$ cat src/rtl/conflict_calc_pkg.sv
package conflict_calc_pkg;

    // Source of the stride for one request
    typedef enum logic [1:0] {
        MODE_STRIDE = 2'd0,
        MODE_ROW    = 2'd1,
        MODE_FIELD  = 2'd2,
        MODE_SAME   = 2'd3
    } walk_mode_e;

endpackage

$ cat src/rtl/scc_stride_select.sv
module scc_stride_select
    import conflict_calc_pkg::*;
#(
    parameter int STRIDE_W = 16
) (
    input  walk_mode_e          mode,
    input  logic [STRIDE_W-1:0] value,
    output logic [STRIDE_W-1:0] stride
);

    always_comb begin
        unique case (mode)
            MODE_STRIDE: stride = value;  // given directly
            MODE_ROW:    stride = value;  // one row down = row length
            MODE_FIELD:  stride = value;  // next element = structure size
            MODE_SAME:   stride = '0;     // every lane on one word
            default:     stride = value;
        endcase
    end

endmodule

$ cat src/rtl/scc_trailing_zeros.sv
module scc_trailing_zeros #(
    parameter int W    = 16,
    parameter int CAP  = 5,
    parameter int TZ_W = $clog2(CAP + 1)
) (
    input  logic [W-1:0]    stride,
    output logic [TZ_W-1:0] tz,
    output logic            is_zero
);

    // lz[k] is high when bits [k-1:0] of the stride are all zero
    logic [CAP:0] lz;
    assign lz[0] = 1'b1;

    for (genvar g = 0; g < CAP; g++) begin : g_chain
        assign lz[g+1] = lz[g] & ~stride[g];
    end

    always_comb begin
        tz = '0;
        for (int k = 1; k <= CAP; k++) begin
            tz = tz + TZ_W'(lz[k]);
        end
    end

    assign is_zero = ~|stride;

endmodule

$ cat src/rtl/scc_degree_map.sv
module scc_degree_map #(
    parameter int LANES = 32,
    parameter int LOG   = $clog2(LANES),
    parameter int TZ_W  = $clog2(LOG + 1),
    parameter int CNT_W = LOG + 1
) (
    input  logic [TZ_W-1:0]  tz,
    input  logic             is_zero,
    output logic [CNT_W-1:0] degree,
    output logic [CNT_W-1:0] period,
    output logic [CNT_W-1:0] banks
);

    always_comb begin
        if (is_zero) begin
            degree = CNT_W'(1);
            period = CNT_W'(1);
            banks  = CNT_W'(1);
        end else begin
            degree = CNT_W'(1) << tz;
            period = CNT_W'(LANES) >> tz;
            banks  = CNT_W'(LANES) >> tz;
        end
    end

endmodule

$ cat src/rtl/stride_conflict_calc.sv
module stride_conflict_calc
    import conflict_calc_pkg::*;
#(
    parameter int LANES    = 32,
    parameter int STRIDE_W = 16,
    parameter int OFFS_W   = 16
) (
    input  logic                       clk,
    input  logic                       rst_n,
    input  logic                       in_valid,
    input  logic [1:0]                 in_mode,
    input  logic [STRIDE_W-1:0]        in_value,
    input  logic [OFFS_W-1:0]          in_offset,
    output logic                       out_valid,
    output logic [$clog2(LANES):0]     out_degree,
    output logic [$clog2(LANES):0]     out_cycles,
    output logic [$clog2(LANES):0]     out_period,
    output logic [$clog2(LANES):0]     out_banks,
    output logic                       out_broadcast,
    output logic [$clog2(LANES)-1:0]   out_start_bank
);

    localparam int LOG    = $clog2(LANES);
    localparam int CNT_W  = LOG + 1;
    localparam int TZ_W   = $clog2(LOG + 1);
    localparam int BANK_W = LOG;

    typedef struct packed {
        logic              valid;
        logic [CNT_W-1:0]  degree;
        logic [CNT_W-1:0]  period;
        logic [CNT_W-1:0]  banks;
        logic              bcast;
        logic [BANK_W-1:0] start;
    } res_t;

    localparam res_t RES_RST = '{
        valid:  1'b0,
        degree: CNT_W'(1),
        period: CNT_W'(LANES),
        banks:  CNT_W'(LANES),
        bcast:  1'b0,
        start:  '0
    };

    logic [STRIDE_W-1:0] stride;
    logic [TZ_W-1:0]     tz;
    logic                is_zero;
    logic [CNT_W-1:0]    deg_c, per_c, bnk_c;
    logic                unused_offset_hi;

    res_t res_d, res_q;

    scc_stride_select #(.STRIDE_W(STRIDE_W)) i_select (
        .mode   (walk_mode_e'(in_mode)),
        .value  (in_value),
        .stride (stride)
    );

    scc_trailing_zeros #(.W(STRIDE_W), .CAP(LOG), .TZ_W(TZ_W)) i_tz (
        .stride  (stride),
        .tz      (tz),
        .is_zero (is_zero)
    );

    scc_degree_map #(.LANES(LANES), .LOG(LOG), .TZ_W(TZ_W), .CNT_W(CNT_W)) i_map (
        .tz      (tz),
        .is_zero (is_zero),
        .degree  (deg_c),
        .period  (per_c),
        .banks   (bnk_c)
    );

    // only the bank-select bits of the offset matter
    assign unused_offset_hi = ^in_offset[OFFS_W-1:BANK_W];

    always_comb begin
        res_d       = res_q;
        res_d.valid = in_valid;
        if (in_valid) begin
            res_d.degree = deg_c;
            res_d.period = per_c;
            res_d.banks  = bnk_c;
            res_d.bcast  = is_zero;
            res_d.start  = in_offset[BANK_W-1:0];
        end
    end

    always_ff @(posedge clk) begin
        if (!rst_n) res_q <= RES_RST;
        else        res_q <= res_d;
    end

    assign out_valid      = res_q.valid;
    assign out_degree     = res_q.degree;
    assign out_cycles     = res_q.degree;
    assign out_period     = res_q.period;
    assign out_banks      = res_q.banks;
    assign out_broadcast  = res_q.bcast;
    assign out_start_bank = res_q.start;


    valid_follow_chk: assert property (@(posedge clk) disable iff (!rst_n)
        in_valid |=> out_valid);


    idle_low_chk: assert property (@(posedge clk) disable iff (!rst_n)
        !in_valid |=> !out_valid);


    hold_result_chk: assert property (@(posedge clk) disable iff (!rst_n)
        !in_valid |=> ($stable(out_degree) && $stable(out_period) &&
                       $stable(out_broadcast) && $stable(out_start_bank)));


    degree_pow2_chk: assert property (@(posedge clk) disable iff (!rst_n)
        out_valid |-> ($countones(out_degree) == 1));


    period_product_chk: assert property (@(posedge clk) disable iff (!rst_n)
        (out_valid && !out_broadcast) |->
            (32'(out_degree) * 32'(out_period) == 32'(LANES)));


    broadcast_single_chk: assert property (@(posedge clk) disable iff (!rst_n)
        (out_valid && out_broadcast) |-> (out_cycles == CNT_W'(1) && out_banks == CNT_W'(1)));


    odd_free_chk: assert property (@(posedge clk) disable iff (!rst_n)
        (in_valid && in_value[0] && in_mode != 2'd3) |=> (out_degree == CNT_W'(1)));

endmodule

$ cat config.mk
export PLATFORM = sky130hd
export DESIGN_NAME = stride_conflict_calc
export DESIGN_NICKNAME = d
export VERILOG_FILES = /design/src/rtl/conflict_calc_pkg.sv /design/src/rtl/scc_stride_select.sv /design/src/rtl/scc_trailing_zeros.sv /design/src/rtl/scc_degree_map.sv /design/src/rtl/stride_conflict_calc.sv
export SDC_FILE = /design/constraint.sdc
export NUM_CORES = 1
export LEC_CHECK = 0
export CORE_MARGIN = 3
export CORE_UTILIZATION = 58
export CTS_BUF_LIST = sky130_fd_sc_hd__clkbuf_2 sky130_fd_sc_hd__clkbuf_4 sky130_fd_sc_hd__clkbuf_8
export DETAILED_ROUTE_END_ITERATION = 10
export DONT_BUFFER_PORTS = 1
export HOLD_SLACK_MARGIN = 0.08
export PLACE_DENSITY = 0.72
export REMOVE_ABC_BUFFERS = 1
export SLEW_MARGIN = 20
export SYNTH_ARGS = -nofsm -noshare
export SYNTH_HDL_FRONTEND = slang
export SYNTH_SLANG_ARGS = --single-unit
export TNS_END_PERCENT = 1
$ cat constraint.sdc
create_clock -name clk -period 3.5 [get_ports clk]
set_input_delay 1.05 -clock clk [delete_from_list [all_inputs] [get_ports clk]]
set_output_delay 1.05 -clock clk [all_outputs]
set_load 0.02 [all_outputs]
==> impl_metrics.json <==
{
  "drv_cap": 0,
  "io_buffers": 0,
  "worstSetupEndpoint": "out_cycles[4]",
  "crit_arrival_ns": 3.48,
  "initial_core_util_pct": 64.4,
  "antenna_cells": 0,
  "core_area_mm2": 0.00137,
  "cts_setup_buffers": 0,
  "reg2reg_slack_ns": 2.35,
  "final_area_um2": 810,
  "cts_sinks": 15,
  "drive_gt1_share_pct": 16.2,
  "wl_um": 1460,
  "grt_pass1_wl_um": 2290,
  "critPathMaxFanout": 5,
  "drt_iter0_drc": 5,
  "rr_startpoint": "out_cycles[1]",
  "area_growth_pct": -7.97,
  "cp_num_buf_inv": 2,
  "period_share_pct": 94.6,
  "critPathSlowestCell": "fa_1",
  "cts-buffers-inserted": 3,
  "avgSynthCellArea_um2": 10.1,
  "fin_nets": 115,
  "r2r_end": "out_cycles[1]",
  "drc_errors": 0,
  "cp-startpoint": "in_value[1]",
  "reg2regPathDepth": 2,
  "dpl-instance-area_um2": 782,
  "final_antenna_net_count": 0,
  "hold_path_class": "flip-flop to flip-flop",
  "cts-root-buf": "clkbuf_4",
  "seq_area_frac_synth_pct": 34.1,
  "ys_ff_latch": 15,
  "track_usage_pct": 15.2,
  "tritoncts": "yes",
  "rsz0062_at_grt": "no",
  "fill_cells": 134,
  "p_leak_nw": 0.317,
  "clock_skew_ns": 0,
  "grt_overflow_total": 0,
  "clk_path_buf_depth": 2,
  "die_w_um": 44.9,
  "pre_cts_ws_ns": -0.110,
  "slew_viol_final": 0,
  "cts_htree_levels": 1,
  "syn_area_um2": 880,
  "rows": 13,
  "vias_per_cell": 6.15,
  "dp_hpwl_um": 1140,
  "cp-start-kind": "input port",
  "syn_inst": 87,
  "die_y_um": 44.9,
  "dr.pass1.iters": 2,
  "max_freq_mhz": 302,
  "worst_pin_slew_ns": 0.798,
  "wl_per_cell_um": 16.4,
  "antenna_found_initial": 0,
  "endpoint_kind": "flip-flop",
  "grt_start_max_net_pins": 16,
  "finalHoldViolations": 0,
  "grt_pass1_vias": 546,
  "io_pins": 68,
  "power_density_mw_per_mm2": 438,
  "vias": 547,
  "hold_buffers": 0,
  "dieArea_mm2": 0.00202,
  "clock_latency_ns": 0.28,
  "crit_family": "adder cells",
  "vdd_drop_max_v": 0.000273,
  "worstPathCellList": "or4_4, nor2_4, a21oi_1, fa_1, inv_1, ha_1, inv_1, fa_1, nor3b_1, a32o_1",
  "clkTransAtPathRegs_ns": 0.08,
  "fin_ws_ns": 0.188,
  "yosysWarningCount": 0,
  "slew_headroom_pct": 46.7,
  "setup_viol": 0,
  "period_needed_ns": 3.31,
  "post_cts_resized": 0,
  "path_class": "input port to flip-flop",
  "cp_num_cells": 10,
  "globalplace.congestion": 0.731,
  "status": "complete, no violations",
  "ys_types": 32,
  "crit_path_max_incr_delay_ns": 0.55,
  "cp.required_ns": 3.67
}
-- area by class of cell --
cell class	instances	area, µm²	share of cell area (%)
multi-input cells	49	433	53.5
well taps	15	18.8	2.32
inverters	4	15.0	1.85
clock inverters	1	5.00	0.618
clock buffers	3	22.5	2.78
repair buffers	2	15.0	1.85
flip-flops and latches	15	300	37.1
-- state kept, by name (all words and copies together), names as in the netlist --
register and count:
out_cycles 6, out_valid 1, out_start_bank 5, out_banks 2, out_broadcast 1
-- worst register-to-register path, stage by stage (launching register included) --
cell and delay, ns:
dfxtp_1 0.84, nand2b_1 0.11, a21boi_1 0.15
-- per-layer routing --
| metal | part of all wire [%] | vias to the layer above | global-route usage, % |
|---|---|---|---|
| met5 | 0 | - | 0 |
| met4 | 0 | 0 | 1.75 |
| met3 | 11 | 0 | 6.77 |
| met2 | 48 | 24 | 24.6 |
| met1 | 41 | 260 | 19.3 |
| li1 | - | 263 | - |
-- worst min path at each step --
stage	cells past startpoint	slack [ns]	to	startpoint
2_1_floorplan	2	0.59	out_start_bank[0]	out_start_bank[0]
3_3_place_gp	2	0.60	out_start_bank[3]	out_start_bank[3]
3_5_place_dp	2	0.62	out_start_bank[2]	out_start_bank[2]
4_1_cts	2	0.63	out_start_bank[3]	out_start_bank[3]
5_1_grt	2	0.65	out_start_bank[3]	out_start_bank[3]
6_report	2	0.62	out_start_bank[2]	out_start_bank[2]
-- Yosys cell counts, drive strengths merged --
cell type	instances	area share, %
buf	16	14
dfxtp	15	34
nor2b	6	4.3
mux2i	5	5.7
inv	4	1.7
clkbuf	3	1.3
nand2	3	1.3
nand3	3	1.7
a22o	2	2.0
a32o	2	2.3
and2	2	1.4
fa	2	4.6
nand2b	2	1.4
nand4	2	3.1
nor2	2	1.7
nor3b	2	1.7
nor4	2	4.8
o21ai	2	1.1
a21boi	1	0.85
a21oi	1	0.57
a31oi	1	0.71
a32oi	1	1.0
a41oi	1	1.8
and4b	1	1.1
ha	1	1.4
nand3b	1	0.85
nor3	1	0.57
o21a	1	0.85
o31a	1	1.0
or4	1	1.3
-- cell usage in the layout, fill, tap and decap left out, types with 2 or more instances in the layout --
cell type,synthesis,final
buf_4,16,2
inv_1,4,4
nor2b_1,6,6
nor3b_1,2,2
nand2b_1,2,2
mux2i_1,5,5
dfxtp_1,15,15
o21ai_0,2,2
fa_1,2,2
a32o_1,2,2
a22o_1,2,2
nor4_4,2,2
nand3_1,3,3
clkbuf_4,0,3
and2_1,2,2
nand2_1,3,3
-- where the power goes --
| part | internal [mW] | switching, mW | total [mW] | leakage [nW] |
|---|---|---|---|---|
| clock network | 0.0424 | 0.0537 | 0.0960 | 0.0177 |
| registers | 0.180 | 0.0319 | 0.212 | 0.123 |
| logic | 0.0247 | 0.0220 | 0.0467 | 0.176 |
-- cells by family (layout without fill, tap and decap cells) --
group                    Yosys count  count (layout)  share of synthesized area [%]
AND/OR/NAND/NOR                   28              28                           25.3
buffers and inverters             23              10                           16.6
flip-flops                        15              15                           34.1
AO/OA/AOI/OAI                     13              13                           12.2
multiplexers                       5               5                           5.69
adder cells (fa/ha/maj)            3               3                           5.97
-- metrics by stage --
stage	TNS, ns	instances	hold slack [ns]	util, %	power [mW]
floorplan	-0.0300	68	0.589	-	0.253
global placement	-0.151	85	0.602	57.2	0.261
detailed placement	-0.265	85	0.615	57.2	0.263
CTS	0	89	0.629	59.2	0.361
global route	0	89	0.652	59.2	0.377
finish	0	89	0.620	59.2	0.355
Note: power is estimated with default switching activity, not from simulation.
